--- src/rtl/beam_gate_pkg.sv ---
package beam_gate_pkg;

    typedef enum logic [1:0] {
        ST_IDLE = 2'd0,
        ST_ARM  = 2'd1,
        ST_RUN  = 2'd2,
        ST_DONE = 2'd3
    } gate_state_e;

    typedef struct packed {
        gate_state_e state;
        logic        permit;
        logic        done;
        logic        shot;
        logic        req_seen;
    } gate_regs_t;

    localparam gate_regs_t GATE_RESET = '{
        state:    ST_IDLE,
        permit:   1'b0,
        done:     1'b0,
        shot:     1'b0,
        req_seen: 1'b0
    };

endpackage

--- src/rtl/beam_gate_cnt.sv ---
module beam_gate_cnt #(
    parameter int CNT_W = 8
) (
    input  logic             clk,
    input  logic             rst_n,
    input  logic             load,
    input  logic [CNT_W-1:0] load_val,
    input  logic             dec,
    output logic             last
);
    localparam logic [CNT_W-1:0] ONE = CNT_W'(1);

    logic [CNT_W-1:0] cnt_d, cnt_q;

    always_comb begin
        cnt_d = cnt_q;
        if (load) begin
            cnt_d = load_val;
        end else if (dec) begin
            cnt_d = cnt_q - ONE;
        end
    end

    always_ff @(posedge clk or negedge rst_n) begin
        if (!rst_n) begin
            cnt_q <= '0;
        end else begin
            cnt_q <= cnt_d;
        end
    end

    assign last = (cnt_q == ONE);

    AST_NO_UNDERFLOW: assert property (@(posedge clk) disable iff (!rst_n)
        dec |-> (cnt_q > ONE)) else $error("counter decremented at or below one");

    AST_LOAD_DEC_EXCL: assert property (@(posedge clk) disable iff (!rst_n)
        !(load && dec)) else $error("load and decrement together");

endmodule

--- src/rtl/beam_gate_latch.sv ---
module beam_gate_latch (
    input  logic clk,
    input  logic rst_n,
    input  logic set,
    input  logic clr,
    output logic q
);
    logic q_d, q_q;

    always_comb begin
        q_d = q_q;
        if (clr) begin
            q_d = 1'b0;
        end else if (set) begin
            q_d = 1'b1;
        end
    end

    always_ff @(posedge clk or negedge rst_n) begin
        if (!rst_n) begin
            q_q <= 1'b0;
        end else begin
            q_q <= q_d;
        end
    end

    assign q = q_q;

    AST_SET_CLR_EXCL: assert property (@(posedge clk) disable iff (!rst_n)
        !(set && clr)) else $error("latch set and cleared together");

    AST_CLR_WINS: assert property (@(posedge clk) disable iff (!rst_n)
        clr |=> !q_q) else $error("latch still set after clear");

endmodule

--- src/rtl/beam_gate.sv ---
module beam_gate
    import beam_gate_pkg::*;
#(
    parameter int CNT_W = 8
) (
    input  logic             clk,
    input  logic             rst_n,
    input  logic             tick,
    input  logic             burst_en,
    input  logic             shot_en,
    input  logic             req,
    input  logic [CNT_W-1:0] count,
    output logic             permit,
    output logic             done
);
    gate_regs_t r_d, r_q;

    logic cnt_load, cnt_dec, cnt_last;
    logic lat_set, lat_clr, lat_q;
    logic req_rise, mode_ok, seq_end;

    beam_gate_cnt #(.CNT_W(CNT_W)) i_cnt (
        .clk      (clk),
        .rst_n    (rst_n),
        .load     (cnt_load),
        .load_val (count),
        .dec      (cnt_dec),
        .last     (cnt_last)
    );

    beam_gate_latch i_latch (
        .clk   (clk),
        .rst_n (rst_n),
        .set   (lat_set),
        .clr   (lat_clr),
        .q     (lat_q)
    );

    always_comb begin
        r_d        = r_q;
        r_d.req_seen = req;
        req_rise   = req && !r_q.req_seen;
        mode_ok    = r_q.shot ? shot_en : burst_en;
        seq_end    = r_q.shot ? lat_q : cnt_last;
        cnt_load   = 1'b0;
        cnt_dec    = 1'b0;
        lat_set    = 1'b0;
        lat_clr    = 1'b0;

        case (r_q.state)
            ST_IDLE: begin
                r_d.permit = 1'b0;
                r_d.done   = 1'b0;
                if (req_rise && (shot_en || burst_en)) begin
                    r_d.shot = shot_en;
                    if (shot_en) begin
                        lat_set   = 1'b1;
                        r_d.state = ST_ARM;
                    end else begin
                        cnt_load = 1'b1;
                        if (count == '0) begin
                            r_d.state = ST_DONE;
                            r_d.done  = 1'b1;
                        end else begin
                            r_d.state = ST_ARM;
                        end
                    end
                end
            end
            ST_ARM: begin
                if (!req || !mode_ok) begin
                    r_d.state = ST_IDLE;
                    lat_clr   = r_q.shot;
                end else if (tick) begin
                    r_d.state  = ST_RUN;
                    r_d.permit = 1'b1;
                end
            end
            ST_RUN: begin
                if (!req || !mode_ok) begin
                    r_d.state  = ST_IDLE;
                    r_d.permit = 1'b0;
                    lat_clr    = r_q.shot;
                end else if (tick) begin
                    if (seq_end) begin
                        r_d.state  = ST_DONE;
                        r_d.permit = 1'b0;
                        r_d.done   = 1'b1;
                        lat_clr    = r_q.shot;
                    end else begin
                        cnt_dec = !r_q.shot;
                    end
                end
            end
            default: begin
                r_d.permit = 1'b0;
                if (!req) begin
                    r_d.state = ST_IDLE;
                    r_d.done  = 1'b0;
                end
            end
        endcase
    end

    always_ff @(posedge clk or negedge rst_n) begin
        if (!rst_n) begin
            r_q <= GATE_RESET;
        end else begin
            r_q <= r_d;
        end
    end

    assign permit = r_q.permit;
    assign done   = r_q.done;

    AST_PERMIT_ON_STROBE: assert property (@(posedge clk) disable iff (!rst_n)
        $rose(permit) |-> $past(tick)) else $error("permit rose without strobe");

    AST_DONE_NO_BEAM: assert property (@(posedge clk) disable iff (!rst_n)
        done |-> !permit) else $error("permit high while done");

    AST_DONE_HOLDS: assert property (@(posedge clk) disable iff (!rst_n)
        (done && req) |=> done) else $error("done dropped while request held");

    AST_ABORT_REQ: assert property (@(posedge clk) disable iff (!rst_n)
        (permit && !req) |=> !permit) else $error("permit held after request drop");

    AST_ABORT_MODE: assert property (@(posedge clk) disable iff (!rst_n)
        (permit && !mode_ok) |=> !permit) else $error("permit held after mode drop");

    AST_SHOT_SINGLE: assert property (@(posedge clk) disable iff (!rst_n)
        (permit && r_q.shot && tick) |=> !permit) else $error("single shot kept permit");

    AST_NO_MODE_IDLE: assert property (@(posedge clk) disable iff (!rst_n)
        (r_q.state == ST_IDLE && !shot_en && !burst_en) |=> (!permit && !done))
        else $error("sequence started without a mode");

endmodule

--- config.mk ---
export PLATFORM = sky130hd
export DESIGN_NAME = beam_gate
export DESIGN_NICKNAME = d
export VERILOG_FILES = /design/src/rtl/beam_gate_pkg.sv /design/src/rtl/beam_gate_cnt.sv /design/src/rtl/beam_gate_latch.sv /design/src/rtl/beam_gate.sv
export SDC_FILE = /design/constraint.sdc
export NUM_CORES = 1
export LEC_CHECK = 0
export CORE_MARGIN = 2
export CORE_UTILIZATION = 56
export CTS_CLUSTER_DIAMETER = 40
export DETAILED_ROUTE_END_ITERATION = 10
export HOLD_SLACK_MARGIN = 0.02
export PLACE_DENSITY = 0.86
export SLEW_MARGIN = 20
export SYNTH_ARGS = -nofsm -noshare
export SYNTH_HDL_FRONTEND = slang
export SYNTH_SLANG_ARGS = --single-unit
--- constraint.sdc ---
create_clock -name clk -period 4.8 [get_ports clk]
set_input_delay 0.48 -clock clk [delete_from_list [all_inputs] [get_ports clk]]
set_output_delay 0.48 -clock clk [all_outputs]
set_load 0.01 [all_outputs]
==> metrics, run 1 <==
later-pin clock latency in the skew report=0.29 ns; Resized Gates After CTS=0; Rows=15; PortBufs=15; synthesized cell area=1037 um2; H-tree depth=1; share of the synthesized area in the top cell type=36.19%; Hold/Removal Path Class=flip-flop to flip-flop; Power, Total=0.0005880 W; max frequency=475.8 MHz; Starting Density=60.07%; Net Switching=0.0002406 W; die area=2212 um2; status=finished clean; CTS Hold Bufs=0; first-pass GRT wire length=3.684 mm; RSZ-0062 raised after global routing=no; cell taking the most area after synthesis=dfrtp_1; final hold vios=0; Slew headroom=55.75%; die height=47.04 um; synth warn=0; clk slew on worst S/H paths=0.10 ns; P_int=0.0003474 W; routed length per instance=15.08 um; crit path kind=input port to flip-flop; worst vdd ir=0.0003179 V; layout cell share with drive strength beyond 1=10.16%; Avg Synthesized Cell Area=9.261 um2; setup TNS=0 ns; async set-reset flop share out of synthesis=100.0%; setup bufs post-CTS=0; Worst-Margin Slew=0.6617 ns; via count=931; post-synthesis sequential area ratio=36.19%; DR pass1 iterations=4; clock buffer depth=2; layout net count=149; Critical Path Fanout Max=11; pwr/cell area=480.0 nW/um2; vias in the first global route=858; clock sink count=15; GRT Util Overall=23.89%; Max Cap Violations=0; worst-case clock skew=0.01009 ns; drt total wl=2.308 mm; Post-synth EDFFs=0; DRT iter0 DRCs=23; R2R setup slack=2.71 ns; most common cell in the synthesized netlist=dfrtp_1; largest net degree at the start of global routing=17; Post-Synthesis Cells=112; data required time at the worst endpoint=4.94 ns; Net Sw Frac=40.92%; routability congestion estimate=0.8108; TritonCTS clock tree=done; part of the cycle the worst path needs=43.79%; die width=47.04 um; Tmin final=2.102 ns; post-synthesis net count=132; fill count=149; global route total overflow=0; Synth Flop Type=dfrtp_1; antenna violations before repair=0; distinct cell type count after synthesis=39; DRC viols=0; FF+latch count, synth=15; Clk pwr share=12.6%; Synth top cells by count=dfrtp_1 (15), nor2_1 (13), a21oi_1 (12); CTS root buf=clkbuf_4; crit path DAT=2.25 ns; P&R area growth vs syn=18.09%; # diodes=0; Routed Antenna Nets=0; dpl hpwl=1.732 mm; Logic pwr share=45.0%; sequential power share=42.4%; CP startpoint kind=input port; Setup violations, final=0; Pins Over Slew Limit=0; total clock buffers created by CTS=3; Pleak=0.5033 nW; Vias/cell=6.085; Core Region=1727 um2; IO Count=16; kind of end point of the critical path=flip-flop; synth top area cells=dfrtp_1 (36%), ha_1 (7.2%), a21oi_1 (5.8%)
routing by layer:
metal	share of wire (%)	vias to the layer above	track usage, %
met3	5.7	6	3.462
met5	0	-	0
met2	47	42	38.08
met4	1.6	0	15.00
li1	-	445	-
met1	45	438	30.31
per-stage QoR:
| stage | std cells | setup slack [ns] | hold WS (ns) | utilization (%) | area, um2 |
|---|---|---|---|---|---|
| 5_1_grt | 153 | 2.577 | 0.5716 | 70.94 | 1225 |
| 6_report | 153 | 2.698 | 0.5311 | 70.94 | 1225 |
| 3_5_place_dp | 149 | 2.407 | 0.5080 | 69.42 | 1199 |
| 4_1_cts | 153 | 2.713 | 0.5305 | 70.94 | 1225 |
| 2_1_floorplan | 112 | 2.856 | 0.1844 | - | 1037 |
| 3_3_place_gp | 149 | 2.458 | 0.4976 | 69.42 | 1199 |
critical path, cell delays in order:
cell	delay, ns
clkdlybuf4s50_1	0.66
and4b_1	0.29
nand3_1	0.14
or3_2	0.45
mux2i_1	0.15
a21oi_1	0.08
path summary, 6_finish.rpt:
kind,from,to,cells past startpoint
min in group asynchronous,rst_n,i_latch.q,1
max in group asynchronous,rst_n,i_cnt.cnt_q[5],1
max reg2reg,i_cnt.cnt_q[1],r_q[5],7
min reg2reg,permit,permit,1
max,req,i_cnt.cnt_q[7],6
min,permit,permit,1
kinds of logic (layout without fill, tap and decap cells):
logic type	count (synthesis)	after routing	share of synthesized area (%)
AO/OA/AOI/OAI	27	27	17.37
multiplexers	4	4	4.222
flip-flops	15	15	36.19
XOR/XNOR	4	4	3.377
buffers and inverters	9	25	4.100
adder cells (fa/ha/maj)	6	6	7.237
AND/OR/NAND/NOR	47	47	27.50
final cells by class:
type / instances / area (um2) / area share, %
repair buffers: 15 / 150.1 / 12.26
well taps: 25 / 31.28 / 2.554
inverters: 6 / 22.52 / 1.839
flip-flops and latches: 15 / 375.4 / 30.64
multi-input cells: 88 / 619.3 / 50.56
clock buffers: 4 / 26.28 / 2.145
cells in the final DEF (no fill, tap or decap), drive strengths merged:
master	instances
ha	6
o22a	1
dfrtp	15
nand3b	1
or3b	2
mux2i	1
clkdlybuf4s50	15
clkbuf	4
nand4	1
or3	5
nand3	7
o22ai	2
and3	1
mux2	3
o2bb2ai	1
o31a	1
nor4b	1
o211a	1
nand2	2
xnor2	4
o41ai	1
o21ai	2
nor4	5
inv	6
nor2b	4
nor3	3
o21a	2
and4b	2
a2111oi	1
a31oi	2
nor2	13
a21oi	12
a31o	1
flip-flops by register name, summed over array words and instances (netlist names):
| register | flops |
|---|---|
| i_latch.q | 1 |
| i_cnt.cnt_q | 8 |
| done | 1 |
| r_q | 4 |
| permit | 1 |
power by group through the flow:
stage,Combinational (W),Clock (W),Sequential [W]
global placement,0.000251,0,0.000244
detailed placement,0.000260,0,0.000249
floorplan,0.000206,0,0.000228
global route,0.000291,0.0000792,0.000257
finish,0.000265,0.0000741,0.000249
CTS,0.000263,0.0000756,0.000247
(Power assumes the default switching activity.)
==> run 2, diff against run 1 <==
--- a/config.mk
+++ b/config.mk
@@ -6,11 +6,11 @@
 export NUM_CORES = 1
 export LEC_CHECK = 0
 export CORE_MARGIN = 2
-export CORE_UTILIZATION = 56
+export CORE_UTILIZATION = 47
 export CTS_CLUSTER_DIAMETER = 40
 export DETAILED_ROUTE_END_ITERATION = 10
 export HOLD_SLACK_MARGIN = 0.02
-export PLACE_DENSITY = 0.86
+export PLACE_DENSITY = 0.77
 export SLEW_MARGIN = 20
 export SYNTH_ARGS = -nofsm -noshare
 export SYNTH_HDL_FRONTEND = slang
==> constraint.sdc (replaced) <==
create_clock -name clk -period 1.84 [get_ports clk]
set_input_delay 0.184 -clock clk [delete_from_list [all_inputs] [get_ports clk]]
set_output_delay 0.184 -clock clk [all_outputs]
set_load 0.01 [all_outputs]
==> run 2 against run 1 <==
Effect of this change:
- the run now ends with negative setup slack left
- clock skew is 0.0066 ns lower
- final area is 23% higher
- power grew to 3.2 times the previous value
- sequential power is 150% higher
- non-clock buffer count is 30 higher
- critical path depth is 1 higher
- global-route usage is 0.39 points higher
- highest routed layer unchanged
==> metrics, run 2 (same netlist as run 1, synthesis figures left out) <==
status=finished with violations (was finished clean); failing checks=negative setup slack; Clk pwr share=10.4% (was 12.6%); DR pass1 iterations=4 (unchanged); IO Count=16 (unchanged); antenna violations before repair=0 (unchanged); RR Startpoint=i_cnt.cnt_q[1] (unchanged); routability congestion estimate=0.9296 (was 0.8108); TritonCTS clock tree=done (unchanged); worst-case clock skew=0.003488 ns (was 0.01009 ns); Vias/cell=5.484 (was 6.085); # diodes=0 (unchanged); pwr/cell area=1234 nW/um2 (was 480.0 nW/um2); Reg-to-Reg End=r_q[5] (unchanged); pre-CTS WS=-0.1279 ns (was 2.407 ns); largest net degree at the start of global routing=16 (was 17); most frequent cells in the layout=buf_4 (30), dfrtp_1 (15), clkdlybuf4s50_1 (15) (was dfrtp_1 (15), clkdlybuf4s50_1 (15), nor2_1 (13)); CP startpoint kind=flip-flop (was input port); sequential power share=33.4% (was 42.4%); Worst-Margin Slew=0.3653 ns (was 0.6617 ns); DRT iter0 DRCs=19 (was 23); Pins Over Slew Limit=0 (unchanged); total clock buffers created by CTS=3 (unchanged); Routed Antenna Nets=0 (unchanged); RSZ-0062 raised after global routing=yes (was no); Slew headroom=75.42% (was 55.75%); max frequency=520.0 MHz; layout net count=179 (was 149); crit path DAT=2.10 ns (was 2.25 ns); die width=50.98 um (was 47.04 um); H-tree depth=1 (unchanged); Final Util=70.01% (was 70.94%); layout cell share with drive strength beyond 1=33.54% (was 10.16%); Final WS setup=-0.08315 ns (was 2.698 ns); Net Switching=0.0007167 W (was 0.0002406 W); Critical Path Fanout Max=5 (was 11); clk slew on worst S/H paths=0.09 ns (was 0.10 ns); Crit-path slowest cell=dfrtp_1 (was clkdlybuf4s50_1); crit-path max cell delay=0.39 ns (was 0.66 ns); DRC viols=0 (unchanged); Top Registers=i_cnt.cnt_q x8, r_q x4 (unchanged); part of the cycle the worst path needs=104.5%; clock buffer depth=2 (unchanged); fill count=167 (was 149); worst vdd ir=0.0008991 V (was 0.0003179 V); reg2reg path depth=7 (unchanged); Rows=17 (was 15); routed length per instance=14.73 um (was 15.08 um); first-pass GRT wire length=4.664 mm (was 3.684 mm); later-pin clock latency in the skew report=0.28 ns (was 0.29 ns); Logic pwr share=56.2% (was 45.0%); drt total wl=2.739 mm (was 2.308 mm); crit path kind=flip-flop to flip-flop (was input port to flip-flop); Largest register FFs=8 (unchanged); Hold/Removal Path Class=input port to asynchronous set/reset pin (was flip-flop to flip-flop); Setup violations, final=7 (was 0); via count=1,020 (was 931); WL met3=78 um (was 132 um); P_int=0.001140 W (was 0.0003474 W); P&R area growth vs syn=44.99% (was 18.09%); Net Sw Frac=38.60% (was 40.92%); Starting Density=48.28% (was 60.07%); global route total overflow=0 (unchanged); Max Cap Violations=0 (unchanged); Top Layer Used=met4 (unchanged); leading cell type in the layout, fill and taps excluded=buf_4; die height=50.98 um (was 47.04 um); Core Region=2148 um2 (was 1727 um2); cells along the critical path=inv_2, ha_4, or3b_4, nor4_4, and4b_4, nor2_2, mux2_2 (was clkdlybuf4s50_1, and4b_1, nand3_1, or3_2, mux2i_1, a21oi_1); die area=2598 um2 (was 2212 um2); wire length on met2=1.473 mm (was 1.095 mm); kind of end point of the critical path=flip-flop (unchanged); PortBufs=15 (unchanged); data required time at the worst endpoint=2.02 ns (was 4.94 ns); Metal-1 WL=1.136 mm (was 1.042 mm); Tmin final=1.923 ns; final hold vios=0 (unchanged); vias in the first global route=1,039 (was 858); R2R setup slack=-0.08 ns (was 2.71 ns); GRT Util Overall=24.28% (was 23.89%); clock sink count=15 (unchanged); dpl hpwl=2.061 mm (was 1.732 mm); Pleak=0.6548 nW (was 0.5033 nW); Most flops, register=i_cnt.cnt_q (unchanged); CTS root buf=clkbuf_4 (unchanged)
[run 2: layout make-up]
type	count	area [um2]	area share, %
flip-flops and latches	15	375.4	24.96
inverters	6	22.52	1.498
multi-input cells	88	669.4	44.51
well taps	28	35.03	2.329
repair buffers	45	375.4	24.96
clock buffers	4	26.28	1.747
[run 2: metrics by stage]
stage / TNS, ns / total power [W] / area (um2) / std cells / hold slack [ns]
after floorplan: -0.05968 / 0.001141 / 1040 / 112 / -0.1116
after global placement: -0.2583 / 0.001508 / 1400 / 178 / 0.4976
after detailed placement: -0.6545 / 0.001546 / 1400 / 178 / 0.4985
after CTS: -0.5453 / 0.001782 / 1464 / 184 / 0.2099
after global routing: -1.279 / 0.002010 / 1504 / 186 / 0.2314
final: -0.3482 / 0.001857 / 1504 / 186 / 0.2116
[run 2: worst max path at each step]
| stage | startpoint | to | slack (ns) | cells past startpoint |
|---|---|---|---|---|
| 2_1_floorplan | i_cnt.cnt_q[1] | r_q[5] | -0.06 | 7 |
| 3_3_place_gp | i_cnt.cnt_q[1] | r_q[5] | -0.09 | 7 |
| 3_5_place_dp | i_cnt.cnt_q[1] | r_q[5] | -0.13 | 7 |
| 4_1_cts | i_cnt.cnt_q[1] | r_q[4] | -0.12 | 7 |
| 5_1_grt | i_cnt.cnt_q[1] | r_q[5] | -0.18 | 7 |
| 6_report | i_cnt.cnt_q[1] | r_q[5] | -0.08 | 7 |
[run 2: worst max-delay path, delay by kind of cell, from the launching register on]
kind	cells	cell delay [ns]
and+or+nand+nor	4	0.89
adders and majority gates	1	0.12
muxes	1	0.33
DFF	1	0.39
buffers and inverters	1	0.08
[run 2: routing by layer]
metal  global-route usage (%)  vias to the layer above
met3                    4.386                        9
met4                    5.405                        0
met1                    28.65                      489
li1                         -                      503
met5                        0                        -
met2                    45.24                       19
[run 2: power by group through the flow]
| stage | clock (W) | sequential [W] | combinational, W |
|---|---|---|---|
| after CTS | 0.000202 | 0.000610 | 0.000970 |
| after global placement | 0 | 0.000610 | 0.000898 |
| after detailed placement | 0 | 0.000614 | 0.000933 |
| after floorplan | 0 | 0.000596 | 0.000546 |
| final | 0.000193 | 0.000621 | 0.00104 |
| after global routing | 0.000220 | 0.000647 | 0.00114 |
[run 2: timing repair]
action | 4_1_cts | 5_1_grt
pin swaps | 0 | 1
hold endpoints to repair | 0 | 0
endpoints found under the setup margin | 8 | 12
buffers inserted | 2 | 2
gates resized for setup | 7 | 6
hold buffers | 0 | 0
==> run 3, diff against run 2 <==
--- a/config.mk
+++ b/config.mk
@@ -11,6 +11,7 @@
 export DETAILED_ROUTE_END_ITERATION = 10
 export HOLD_SLACK_MARGIN = 0.02
 export PLACE_DENSITY = 0.77
+export RECOVER_POWER = 50
 export SLEW_MARGIN = 20
 export SYNTH_ARGS = -nofsm -noshare
 export SYNTH_HDL_FRONTEND = slang
==> run 3 against run 2 <==
Effect of this change:
- critical path type unchanged
- clock power barely moved
- the flow still finishes with violations (negative setup slack)
- final area fell by 0.25%
- critical endpoint unchanged
- largest cell class unchanged
- highest routed layer unchanged
- register-to-register slack barely moved
==> metrics, run 3 (same netlist as run 1, synthesis figures left out) <==
Pins Over Slew Limit=0 (unchanged); routed length per instance=14.71 um (was 14.73 um); layout cell share with drive strength beyond 1=32.91% (was 33.54%); cells along the critical path=inv_2, ha_4, or3b_4, nor4_4, and4b_4, nor2_2, mux2_2 (unchanged); status=finished with violations (unchanged); crit path DAT=2.10 ns (about the same); die area=2598 um2 (unchanged); Routed Antenna Nets=0 (unchanged); R2R setup slack=-0.08 ns (about the same); worst vdd ir=0.0008990 V (was 0.0008991 V); Most flops, register=i_cnt.cnt_q (unchanged); TritonCTS clock tree=done (unchanged); Critical Path Fanout Max=5 (unchanged); pwr/cell area=1237 nW/um2 (was 1234 nW/um2); CTS Hold Bufs=0 (unchanged); via count=1,020 (unchanged); Logic pwr share=56.2% (about the same); kind of end point of the critical path=flip-flop (unchanged); PortBufs=15 (unchanged); P&R area growth vs syn=44.63% (was 44.99%); vias in the first global route=1,039 (unchanged); Worst-Margin Slew=0.8454 ns (was 0.3653 ns); die width=50.98 um (unchanged); Core Region=2148 um2 (unchanged); drt total wl=2.736 mm (was 2.739 mm); sequential power share=33.5% (was 33.4%); dpl hpwl=2.061 mm (unchanged); Final WS setup=-0.08315 ns (unchanged); routability congestion estimate=0.9296 (unchanged); first-pass GRT wire length=4.664 mm (unchanged); Final Util=69.83% (was 70.01%); Largest register FFs=8 (unchanged); die height=50.98 um (unchanged); Slew headroom=43.64% (was 75.42%); DRT iter0 DRCs=19 (unchanged); Net Sw Frac=38.63% (was 38.60%); Tmin final=1.923 ns (unchanged); max frequency=520.0 MHz (unchanged); failing checks=negative setup slack (unchanged); DR pass1 iterations=4 (unchanged); leading cell type in the layout, fill and taps excluded=buf_4 (unchanged); global route total overflow=0 (unchanged); IO Count=16 (unchanged); clk slew on worst S/H paths=0.09 ns (about the same); Rows=17 (unchanged); Hold/Removal Path Class=input port to flip-flop (was input port to asynchronous set/reset pin); P_int=0.001138 W (was 0.001140 W); total clock buffers created by CTS=3 (unchanged); layout net count=179 (unchanged); RSZ-0062 raised after global routing=yes (unchanged); CP startpoint kind=flip-flop (unchanged); Setup violations, final=7 (unchanged); largest net degree at the start of global routing=16 (unchanged); clock buffer depth=2 (unchanged); GRT Util Overall=24.28% (unchanged); crit path kind=flip-flop to flip-flop (unchanged); antenna violations before repair=0 (unchanged); Crit-path slowest cell=dfrtp_1 (unchanged); clock sink count=15 (unchanged); Top Registers=i_cnt.cnt_q x8, r_q x4 (unchanged); Pleak=0.6515 nW (was 0.6548 nW); Starting Density=48.28% (unchanged); Net Switching=0.0007166 W (was 0.0007167 W); part of the cycle the worst path needs=104.5% (unchanged); # diodes=0 (unchanged); worst hold margin=0.4194 ns (was 0.2116 ns); DRC viols=0 (unchanged); pre-CTS WS=-0.1279 ns (unchanged); crit-path max cell delay=0.39 ns (about the same); most frequent cells in the layout=buf_4 (29), dfrtp_1 (15), clkdlybuf4s50_1 (14) (was buf_4 (30), dfrtp_1 (15), clkdlybuf4s50_1 (15)); data required time at the worst endpoint=2.02 ns (about the same); H-tree depth=1 (unchanged); CTS root buf=clkbuf_4 (unchanged); final hold vios=0 (unchanged); later-pin clock latency in the skew report=0.28 ns (about the same); worst-case clock skew=0.003488 ns (unchanged); Vias/cell=5.484 (unchanged); Max Cap Violations=0 (unchanged); Clk pwr share=10.4% (about the same)
==> run 3: worst paths after layout <==
path	start	end	cells after the start
setup / recovery	i_cnt.cnt_q[1]	r_q[5]	7
hold / removal	req	r_q[0]	1
setup reg to reg	i_cnt.cnt_q[1]	r_q[5]	7
hold reg to reg	done	done	1
max in group asynchronous	rst_n	i_cnt.cnt_q[1]	2
min in group asynchronous	rst_n	i_cnt.cnt_q[0]	2
==> run 3: final cells by class <==
type / instances / area [um2]
clock buffers: 4 / 26.28
fillers: 169 / 648.1
inverters: 6 / 22.52
multi-input cells: 88 / 669.4
flip-flops and latches: 15 / 375.4
well taps: 28 / 35.03
repair buffers: 45 / 371.6
==> run 3: stage by stage <==
stage                     std cells  cell area, um2  power, W   TNS, ns
after global placement          178            1400  0.001508   -0.2583
after global routing            186            1500  0.002009    -1.279
after CTS                       184            1464  0.001782   -0.5453
final                           186            1500  0.001855   -0.3482
after floorplan                 112            1040  0.001141  -0.05968
after detailed placement        178            1400  0.001546   -0.6545
==> run 3: power groups by stage <==
stage / clock, W / sequential (W) / combinational (W)
2_1_floorplan: 0 / 0.000596 / 0.000546
3_3_place_gp: 0 / 0.000610 / 0.000898
3_5_place_dp: 0 / 0.000614 / 0.000933
4_1_cts: 0.000202 / 0.000610 / 0.000970
5_1_grt: 0.000220 / 0.000647 / 0.00114
6_report: 0.000193 / 0.000621 / 0.00104
==> run 3: repair_timing <==
action	in CTS	in global routing
gates resized for setup	7	6
buffers inserted	2	2
pin swaps	0	1
endpoints found under the setup margin	8	12
gates cloned	0	0
==> run 3: metal layers <==
layer,track usage [%],part of all wire [%],vias to the layer above
met5,0,0,-
met4,5.405,1.9,0
met3,4.386,3.1,9
met2,45.24,54,19
met1,28.65,41,489
li1,-,-,503
==> run 3: critical path: cells and delay by family (launching register included) <==
family / cells / cell delay [ns]
simple gates: 4 / 0.89
flops: 1 / 0.39
mux: 1 / 0.33
fa+ha+maj: 1 / 0.12
buf+inv: 1 / 0.08
